[src/rtl/tlbw_pkg.sv]
package tlbw_pkg;
  parameter int VPN2W  = 8;
  parameter int PFNW   = 8;
  parameter int ASIDW  = 4;
  parameter int MASKW  = 4;
  parameter int GIDW   = 3;
  parameter int CACHEW = 3;

  typedef struct packed {
    logic              hwInv;
    logic [GIDW-1:0]   gid;
    logic [1:0]        region;
    logic [VPN2W-1:0]  vpn2;
    logic [MASKW-1:0]  mask;
    logic [ASIDW-1:0]  asid;
    logic              g;
    logic [PFNW-1:0]   pfn0;
    logic [PFNW-1:0]   pfn1;
    logic [CACHEW-1:0] c0;
    logic [CACHEW-1:0] c1;
    logic              d0;
    logic              d1;
    logic              v0;
    logic              v1;
  } tlbEntry_t;

  typedef struct packed {
    logic act;
    logic wrEn;
    logic useFix;
    logic excCpu;
    logic excRi;
  } ctrlStb_t;
endpackage

[src/rtl/tlbw_ctrl.sv]
module tlbw_ctrl
  import tlbw_pkg::*;
#(
  parameter int VTLB_N = 8,
  parameter int FTLB_N = 4,
  parameter logic [MASKW-1:0] FIX_MASK = '0,
  localparam int IDXW  = $clog2(VTLB_N + FTLB_N),
  localparam int VIDXW = $clog2(VTLB_N),
  localparam int FSELW = $clog2(FTLB_N)
) (
  input  logic             clk,
  input  logic             rstN,
  input  logic             start,
  input  logic             cpEn,
  input  logic             vzPresent,
  input  logic [MASKW-1:0] pageMask,
  input  logic [VPN2W-1:0] hiVpn2,
  input  logic [VIDXW-1:0] wired,
  output ctrlStb_t         stb,
  output logic [IDXW-1:0]  tgtIdx,
  output logic [VIDXW-1:0] randIdx
);
  localparam logic [VIDXW-1:0] LAST = VIDXW'(VTLB_N - 1);

  logic [VIDXW-1:0] cnt;

  always_ff @(posedge clk) begin
    if (!rstN)              cnt <= LAST;
    else if (cnt <= wired)  cnt <= LAST;
    else                    cnt <= cnt - 1'b1;
  end

  always_comb begin
    stb.act    = start;
    stb.excCpu = start & ~cpEn;
    stb.excRi  = start & cpEn & ~vzPresent;
    stb.wrEn   = start & cpEn & vzPresent;
    stb.useFix = (pageMask == FIX_MASK);
    if (stb.useFix) tgtIdx = IDXW'(VTLB_N) + IDXW'(hiVpn2[MASKW +: FSELW]);
    else            tgtIdx = IDXW'(cnt);
  end

  assign randIdx = cnt;


  rand_floor_chk: assert property (@(posedge clk) disable iff (!rstN)
    (wired <= LAST) |=> (cnt >= $past(wired)));
endmodule

[src/rtl/tlbw_datapath.sv]
module tlbw_datapath
  import tlbw_pkg::*;
#(
  parameter int VTLB_N = 8,
  parameter int FTLB_N = 4,
  localparam int N    = VTLB_N + FTLB_N,
  localparam int IDXW = $clog2(N),
  localparam int EW   = $bits(tlbEntry_t)
) (
  input  logic              clk,
  input  logic              rstN,
  input  ctrlStb_t          stb,
  input  logic [IDXW-1:0]   tgtIdx,
  input  logic              invEn,
  input  logic              guestEn,
  input  logic              radDis,
  input  logic              rootMode,
  input  logic [GIDW-1:0]   rootGid,
  input  logic [VPN2W-1:0]  hiVpn2,
  input  logic [ASIDW-1:0]  hiAsid,
  input  logic [1:0]        hiRegion,
  input  logic              hiInv,
  input  logic [PFNW-1:0]   lo0Pfn,
  input  logic [CACHEW-1:0] lo0C,
  input  logic              lo0D,
  input  logic              lo0V,
  input  logic              lo0G,
  input  logic [PFNW-1:0]   lo1Pfn,
  input  logic [CACHEW-1:0] lo1C,
  input  logic              lo1D,
  input  logic              lo1V,
  input  logic              lo1G,
  input  logic [MASKW-1:0]  pageMask,
  input  logic [IDXW-1:0]   probeIdx,
  output logic [EW-1:0]     probeEntry,
  output logic              done,
  output logic              excCpu,
  output logic              excRi,
  output logic [IDXW-1:0]   wrIdx
);
  function automatic logic [VPN2W-1:0] vMask(input logic [MASKW-1:0] m);
    return {{(VPN2W-MASKW){1'b0}}, m};
  endfunction
  function automatic logic [PFNW-1:0] pMask(input logic [MASKW-1:0] m);
    return {{(PFNW-MASKW){1'b0}}, m};
  endfunction

  tlbEntry_t       mem [N];
  tlbEntry_t       newEnt;
  logic [N-1:0]    dupHit;
  logic [N*EW-1:0] memFlat;
  logic            gForce;

  always_comb begin
    gForce      = guestEn & ~radDis & rootMode & (rootGid != '0);
    newEnt      = mem[tgtIdx];
    newEnt.mask   = pageMask;
    newEnt.region = hiRegion;
    newEnt.vpn2   = hiVpn2 & ~vMask(pageMask);
    newEnt.asid   = hiAsid;
    newEnt.g      = gForce | (lo0G & lo1G);
    newEnt.pfn0   = lo0Pfn & ~pMask(pageMask);
    newEnt.pfn1   = lo1Pfn & ~pMask(pageMask);
    newEnt.c0 = lo0C;  newEnt.d0 = lo0D;  newEnt.v0 = lo0V;
    newEnt.c1 = lo1C;  newEnt.d1 = lo1D;  newEnt.v1 = lo1V;
    if (invEn)   newEnt.hwInv = hiInv;
    if (guestEn) newEnt.gid   = rootGid;
  end

  for (genvar i = 0; i < N; i++) begin : g_ent
    always_comb begin
      dupHit[i] = !mem[i].hwInv && (IDXW'(i) != tgtIdx)
        && (((mem[i].vpn2 ^ newEnt.vpn2) & ~vMask(mem[i].mask | pageMask)) == '0)
        && ((mem[i].asid == newEnt.asid) || mem[i].g || newEnt.g);
    end

    always_ff @(posedge clk) begin
      if (!rstN) begin
        mem[i]       <= '0;
        mem[i].hwInv <= 1'b1;
      end else if (stb.wrEn) begin
        if (IDXW'(i) == tgtIdx) mem[i]       <= newEnt;
        else if (dupHit[i])     mem[i].hwInv <= 1'b1;
      end
    end

    assign memFlat[i*EW +: EW] = mem[i];


    dup_clear_chk: assert property (@(posedge clk) disable iff (!rstN)
      (stb.wrEn && dupHit[i]) |=> mem[i].hwInv);
  end

  always_ff @(posedge clk) begin
    if (!rstN) begin
      done   <= 1'b0;
      excCpu <= 1'b0;
      excRi  <= 1'b0;
      wrIdx  <= '0;
    end else begin
      done   <= stb.act;
      excCpu <= stb.excCpu;
      excRi  <= stb.excRi;
      if (stb.wrEn) wrIdx <= tgtIdx;
    end
  end

  assign probeEntry = mem[probeIdx];


  no_wr_hold_chk: assert property (@(posedge clk) disable iff (!rstN)
    !stb.wrEn |=> $stable(memFlat));

  masked_chk: assert property (@(posedge clk) disable iff (!rstN)
    stb.wrEn |=> (((mem[wrIdx].vpn2 & vMask(mem[wrIdx].mask)) == '0)
               && ((mem[wrIdx].pfn0 & pMask(mem[wrIdx].mask)) == '0)));

  exc_excl_chk: assert property (@(posedge clk) disable iff (!rstN)
    !(excCpu && excRi));

  done_chk: assert property (@(posedge clk) disable iff (!rstN)
    stb.act |=> done);
endmodule

[src/rtl/tlbw_top.sv]
module tlbw_top
  import tlbw_pkg::*;
#(
  parameter int VTLB_N = 8,
  parameter int FTLB_N = 4,
  parameter logic [MASKW-1:0] FIX_MASK = '0
) (
  input  logic                                   clk,
  input  logic                                   rstN,
  input  logic                                   start,
  input  logic                                   cpEn,
  input  logic                                   vzPresent,
  input  logic                                   invEn,
  input  logic                                   guestEn,
  input  logic                                   radDis,
  input  logic                                   rootMode,
  input  logic [GIDW-1:0]                        rootGid,
  input  logic [$clog2(VTLB_N)-1:0]              wired,
  input  logic [VPN2W-1:0]                       hiVpn2,
  input  logic [ASIDW-1:0]                       hiAsid,
  input  logic [1:0]                             hiRegion,
  input  logic                                   hiInv,
  input  logic [PFNW-1:0]                        lo0Pfn,
  input  logic [CACHEW-1:0]                      lo0C,
  input  logic                                   lo0D,
  input  logic                                   lo0V,
  input  logic                                   lo0G,
  input  logic [PFNW-1:0]                        lo1Pfn,
  input  logic [CACHEW-1:0]                      lo1C,
  input  logic                                   lo1D,
  input  logic                                   lo1V,
  input  logic                                   lo1G,
  input  logic [MASKW-1:0]                       pageMask,
  input  logic [$clog2(VTLB_N+FTLB_N)-1:0]       probeIdx,
  output logic [$bits(tlbEntry_t)-1:0]           probeEntry,
  output logic                                   done,
  output logic                                   excCpu,
  output logic                                   excRi,
  output logic [$clog2(VTLB_N+FTLB_N)-1:0]       wrIdx,
  output logic [$clog2(VTLB_N)-1:0]              randIdx
);
  ctrlStb_t                            stb;
  logic [$clog2(VTLB_N+FTLB_N)-1:0]    tgtIdx;

  tlbw_ctrl #(.VTLB_N(VTLB_N), .FTLB_N(FTLB_N), .FIX_MASK(FIX_MASK)) u_ctrl (
    .clk(clk), .rstN(rstN), .start(start), .cpEn(cpEn), .vzPresent(vzPresent),
    .pageMask(pageMask), .hiVpn2(hiVpn2), .wired(wired),
    .stb(stb), .tgtIdx(tgtIdx), .randIdx(randIdx)
  );

  tlbw_datapath #(.VTLB_N(VTLB_N), .FTLB_N(FTLB_N)) u_dp (
    .clk(clk), .rstN(rstN), .stb(stb), .tgtIdx(tgtIdx),
    .invEn(invEn), .guestEn(guestEn), .radDis(radDis), .rootMode(rootMode),
    .rootGid(rootGid), .hiVpn2(hiVpn2), .hiAsid(hiAsid), .hiRegion(hiRegion),
    .hiInv(hiInv), .lo0Pfn(lo0Pfn), .lo0C(lo0C), .lo0D(lo0D), .lo0V(lo0V),
    .lo0G(lo0G), .lo1Pfn(lo1Pfn), .lo1C(lo1C), .lo1D(lo1D), .lo1V(lo1V),
    .lo1G(lo1G), .pageMask(pageMask), .probeIdx(probeIdx),
    .probeEntry(probeEntry), .done(done), .excCpu(excCpu), .excRi(excRi),
    .wrIdx(wrIdx)
  );
endmodule

[config.mk]
export PLATFORM = sky130hd
export DESIGN_NAME = tlbw_top
export DESIGN_NICKNAME = d
export VERILOG_FILES = /design/src/rtl/tlbw_pkg.sv /design/src/rtl/tlbw_ctrl.sv /design/src/rtl/tlbw_datapath.sv /design/src/rtl/tlbw_top.sv
export SDC_FILE = /design/constraint.sdc
export NUM_CORES = 1
export LEC_CHECK = 0
export ABC_CLOCK_PERIOD_IN_PS = 11300
export BUFFER_PORTS_ARGS = -buffer_cell sky130_fd_sc_hd__buf_4
export CAP_MARGIN = 15
export CORE_UTILIZATION = 40
export CTS_CLUSTER_DIAMETER = 80
export DETAILED_ROUTE_END_ITERATION = 8
export PLACE_DENSITY = 0.63
export SYNTH_ARGS = -nofsm -noshare
export SYNTH_HDL_FRONTEND = slang
export SYNTH_SLANG_ARGS = --single-unit
[constraint.sdc]
create_clock -name clk -period 11.3 [get_ports clk]
set_clock_uncertainty 0.05 [all_clocks]
set_input_delay 2.26 -clock clk [delete_from_list [all_inputs] [get_ports clk]]
set_output_delay 2.26 -clock clk [all_outputs]
set_load 0.01 [all_outputs]
; ---- Yosys cells after proc, flatten, opt, wreduce, memory -nomap -nowiden
; Memories as Yosys holds them, arrays and structs flattened.
; Index checks and enable logic that the tools add are counted.
[classes]
addsub = 2
n_mul = 0
div = 0
magnitude_cmp = 1
eq_ne = 34
shifts = 0
n_mux = 160
n_bitwise = 113
reduce_logical = 89
[ops]
columns = op, count
row1 = 48-bit 2-to-1 mux, 12
row2 = 1-bit 2-to-1 mux, 146
row3 = 8-bit AND, 15
row4 = 4-bit NOT with 8-bit output, 13
row5 = 8-bit logical NOT, 12
row6 = 8-bit XOR, 12
row7 = 1-bit bitwise OR, 49
row8 = 4-bit equality test, 12
row9 = 4-bit bitwise OR, 12
row10 = 1-bit logical AND, 36
row11 = 1-bit logical OR, 24
row12 = "3-bit by 4-bit equality test with 1-bit output, first input constant", 4
row13 = "4-bit equality test, first input constant", 4
row14 = "3-bit by 4-bit inequality test with 1-bit output, first input constant", 4
row15 = "4-bit inequality test, first input constant", 4
row16 = 1-bit logical NOT, 12
row17 = 1-bit AND, 8
row18 = "2-bit by 4-bit equality test with 1-bit output, first input constant", 2
row19 = 4-bit logical NOT, 2
row20 = "2-bit by 4-bit inequality test with 1-bit output, first input constant", 2
row21 = "4-bit by 2-bit adder with 4-bit output, first input constant", 1
row22 = "1-bit by 4-bit equality test with 1-bit output, first input constant", 1
row23 = 4-bit 2-to-1 mux, 1
row24 = "1-bit by 4-bit inequality test with 1-bit output, first input constant", 1
row25 = other kinds (7), 10
[word_totals]
ff_bits = 10
latch_bits = 0
mem_bits_rw = 588
rom_bits = 0
wordCells = 405
mem_count = 1
[mem_list]
columns = memory, depth, width, read_ports, rd_clocked_by_memory_dff, wr, line_no
row1 = u_dp.mem, 12, 49, 14, 0, 12, tlbw_datapath.sv:48  ; tlbEntry_t mem [N];

; ---- Logic depth before layout (Yosys ltp)
[depth]
depth_word = 13
ltp_mapped = 8
mapped_depth_nobuf = 7

; ---- Modules after synthesis
; From an unflattened synthesis, not the netlist that was laid out.
[unflattened]
cells_unflattened = 2127
hier_area_um2 = 29619.7
[by_module_without_submodules]
columns = mod, instances, cells_each, area_each_um2, seq_area_each_um2
row1 = tlbw_datapath, 1, 2095, 29365.7, 17797.1
row2 = tlbw_ctrl, 1, 32, 254.0, 60.1

; ---- Least setup slack after synthesis
; OpenSTA, ideal clock, no wires.
[synth_path]
path_kind = input -> output
from = input port probeIdx[2]
to = output port probeEntry[28]
t_arrival_ns = 3.764
slack_ns = 5.226
path_stages = 6
path_cell_list = clkbuf_1 > clkbuf_1 > buf_1 > mux4_2 > mux2i_1 > o21ai_0
[synth_via]
elab_chain_cells = 1
[synth_lines]
columns = element, line_no
row1 = start: declaration, tlbw_top.sv:34  ; input logic [$clog2(VTLB_N+FTLB_N)-1:0] probeIdx,
row2 = memory read 12 x 49 bit, n/a
row3 = end: declaration, tlbw_top.sv:35  ; output logic [$bits(tlbEntry_t)-1:0] probeEntry,
; Every way passes these cells.

; ---- Worst setup path in the final report
[layout_path]
from = input port probeIdx[2]
to = output port probeEntry[48]
; Same word-level chain as after synthesis.

==> metrics <==
count of endpoints failing setup in the final report=0; Post-Place Cells=3061; total CTS buffers=67; cell area after synthesis=between 0.02 and 0.03 mm^2; RSZ-0062 raised after global routing=false; maximum single-stage delay on the critical path=0.72 ns; destination of the critical timing path=probeEntry[48]; total cell area at the placement stage=0.0310 mm^2; RR Endpoint=u_dp.mem[1][43]; detailed placement HPWL=52.0 mm; list of cells traversed by the critical path=buf_4 -> buf_4 -> mux4_2 -> mux2i_1 -> o21ai_0 -> buf_4; number of stages on the worst hold path=2; Static Leakage=0.0123 uW; filler-free cell count of the finished design=between 3k and 4k; fin util=between 40% and 50%; startpoint type of the worst setup path=input port; worst flop-to-flop path startpoint=u_ctrl.randIdx[0]; crit path launch=probeIdx[2]; critical path class=in -> out; slowest cell on the critical path=sky130_fd_sc_hd__buf_4; largest driver fanout on the critical path=50; number of instances in the synthesized netlist=roughly 2.2k; number of antenna violations at the first check in global routing=3; slew margin rel.=14.6%; register cell area after layout=0.0179 mm^2; largest net degree at the start of global routing=101; maximum clock frequency=between 100 and 150 MHz; number of nets with antenna violations after routing=0; initial standard-cell utilization of the core=about two fifths; Finished Cell Area=0.0331 mm^2; overall fraction of global-route tracks in use=about a quarter; ys flop type=sky130_fd_sc_hd__edfxtp_1; final weighted congestion in routability-driven placement=0.877; Yosys cell types=60; quantity of gates resized following cts=0; overflow left after global routing=0; Chip Height=roughly 270 um; total number of nets in the final design=2251; ys async rst share=0%; clk buf depth=3; Post-Route Setup TNS=0 ns; worst min-delay path category=reg -> reg; depth of the most critical reg-to-reg path=7; power density of the placed cells=between 150 and 200 mW/mm^2; core footprint=roughly 0.07 mm^2; detailed-route vias per instance=about 5.9; Worst R2R Setup Slack=6.87 ns; post-synthesis to final-layout area growth=12.5%; top post-synthesis cells by area=sky130_fd_sc_hd__edfxtp_1 60%, sky130_fd_sc_hd__mux4_2 12%, sky130_fd_sc_hd__and3_1 4.4%; run status=finished clean; clock tree from TritonCTS=built; wire length of the first global-routing pass=~130 mm; post-synthesis sequential element count=roughly 600; transition at the pin with the smallest max-transition slack=1.28 ns; # Max-Cap Violations=0; fraction of the yosys area taken by sequential cells=between 60% and 70%; Required @ worst endpoint=roughly 9 ns; mean cell area of the mapped netlist=~14 um^2; cell type with the highest occurrence count on the critical path=sky130_fd_sc_hd__buf_4; Final min period=around 7.3 ns; number of optimization iterations in the first detailed-route pass=7; EDFF count, synth=588; routed vias=between 15k and 20k; number of buffer cells added on primary ports=124; vias in the first global route=about 19k; Setup crit end kind=output port; crit share post-route=about two thirds; total number of placement rows=98; number of placed I/O pins=around 130; CP Data Arrival Time=around 5.0 ns; clock-pin slew of the registers on the worst-case setup and hold paths=roughly 0.06 ns; average routed wire per standard cell=roughly 28 um; Routed WL=between 80 and 90 mm; area used by multi-input combinational logic=0.0107 mm^2; remaining routing DRC violations=0; top cell type by total area after synthesis=sky130_fd_sc_hd__edfxtp_1; Syn. warnings=0; IR Drop Worst-Case VDD=0.0000888 V; final number of hold-violating endpoints=0; proportion of layout cells with a drive suffix above 1=20.0%; hold-fix buffers at CTS=0; Chip Width=around 270 um; number of filler instances in the final layout=6392; CTS sink cnt=598; cell chosen for the clock root=sky130_fd_sc_hd__clkbuf_16; setup repair bufs after CTS=0; Die Outline Area=roughly 0.075 mm^2; Worst-Skew Late Latency=~0.60 ns; number of H-tree branching levels=3; area share of the largest cell type after synthesis=between 60% and 70%; max-slew violation count=0; drt first-iter violations=~2.1k
synth_stat cells (4+ instances only):
cell,instances
sky130_fd_sc_hd__nor4_1,19
sky130_fd_sc_hd__or3_1,9
sky130_fd_sc_hd__nand2b_1,14
sky130_fd_sc_hd__o211ai_1,7
sky130_fd_sc_hd__buf_1,12
sky130_fd_sc_hd__ha_1,4
sky130_fd_sc_hd__nand3_1,10
sky130_fd_sc_hd__clkbuf_1,138
sky130_fd_sc_hd__inv_1,15
sky130_fd_sc_hd__edfxtp_1,588
sky130_fd_sc_hd__o31a_1,7
sky130_fd_sc_hd__a31oi_1,6
sky130_fd_sc_hd__and3_1,207
sky130_fd_sc_hd__xnor2_1,119
sky130_fd_sc_hd__nand3b_1,4
sky130_fd_sc_hd__a41oi_1,11
sky130_fd_sc_hd__nor2_1,210
sky130_fd_sc_hd__buf_2,49
sky130_fd_sc_hd__mux4_2,151
sky130_fd_sc_hd__a21oi_1,8
sky130_fd_sc_hd__nand4_1,16
sky130_fd_sc_hd__clkbuf_2,14
sky130_fd_sc_hd__nand3_2,4
sky130_fd_sc_hd__xor2_1,24
sky130_fd_sc_hd__o22ai_1,6
sky130_fd_sc_hd__nand2_1,117
sky130_fd_sc_hd__buf_4,6
sky130_fd_sc_hd__and2_1,150
sky130_fd_sc_hd__nor3_1,62
sky130_fd_sc_hd__mux2i_1,50
sky130_fd_sc_hd__o21ai_0,55
sky130_fd_sc_hd__dfxtp_1,10
sky130_fd_sc_hd__mux2_2,6
cells by family after synthesis:
family          synth area share [%]
other cells                   0.0128
fa+ha+maj                      0.170
compound gates                  2.86
buf+inv                         3.42
xor+xnor                        4.26
flops                           60.8
mux                             13.5
simple gates                    15.0
worst min-delay path by stage:
stage             startpoint             to
2_1_floorplan  u_dp.wrIdx[2]  u_dp.wrIdx[2]
3_3_place_gp   u_dp.wrIdx[3]  u_dp.wrIdx[3]
3_5_place_dp   u_dp.wrIdx[3]  u_dp.wrIdx[3]
4_1_cts        u_dp.wrIdx[3]  u_dp.wrIdx[3]
5_1_grt        u_dp.wrIdx[3]  u_dp.wrIdx[3]
6_report       u_dp.wrIdx[3]  u_dp.wrIdx[3]
sequential cells by signal, summed over array words and instances, names as in the netlist:
signal and cells:
u_dp.mem 588, u_dp.wrIdx 4, u_ctrl.randIdx 3, u_dp.done 1, u_dp.excCpu 1, u_dp.excRi 1
area by class of cell:
type / count / share of cell area, %
repair buffers: 162 / 3.71
inverters: 16 / 0.182
diodes: 1 / 0.00757
clock inverters: 35 / 0.984
well taps: 950 / 3.60
multi-input cells: 1336 / 32.2
clock buffers: 85 / 5.28
flip-flops and latches: 598 / 54.0
routing by layer:
layer | global-route usage (%) | vias up | wire length [um]
met1 | 31.5 | 9629 | 35200
met3 | 5.17 | 166 | 8070
met4 | 8.45 | 0 | 2910
li1 | - | 8063 | -
met5 | 0 | - | 0
met2 | 38.3 | 968 | 41600
placed cells by master (no fill, tap or decap), drive strengths merged, types with 5 or more instances in the layout:
cell    count
mux4      151
o21ai      57
o31a        7
mux2        6
buf       162
clkbuf     85
a41oi      11
conb       20
o211ai      7
or3         9
nand4      16
nor2      210
mux2i      50
dfxtp      10
and3      207
o22ai       6
nor4       22
and2      150
xnor2     119
xor2       24
inv        22
nor3       63
a31oi       6
clkinv     24
nand2     117
a21oi       8
bufinv      5
edfxtp    588
nand3      14
nand2b     14
worst max-delay path, delay by kind of cell:
family,cells,cell delay (ns)
buffers and inverters,3,1.59
AO/OA/AOI/OAI,1,0.68
multiplexers,2,0.42
power by group:
part           internal (uW)  total (uW)  switching [uW]
sequential              2530        2580            43.7
clock                   1210        2110             896
combinational            201         528             327
total                   3950        5210            1270
stage by stage:
stage	setup slack [ns]	power (uW)	hold WS [ns]
3_5_place_dp	3.96	3150	0.410
2_1_floorplan	5.23	2940	0.426
5_1_grt	3.83	5360	0.431
3_3_place_gp	3.97	3140	0.399
6_report	3.97	5210	0.411
4_1_cts	3.96	5240	0.418
Power figures use the tool's default switching activity.
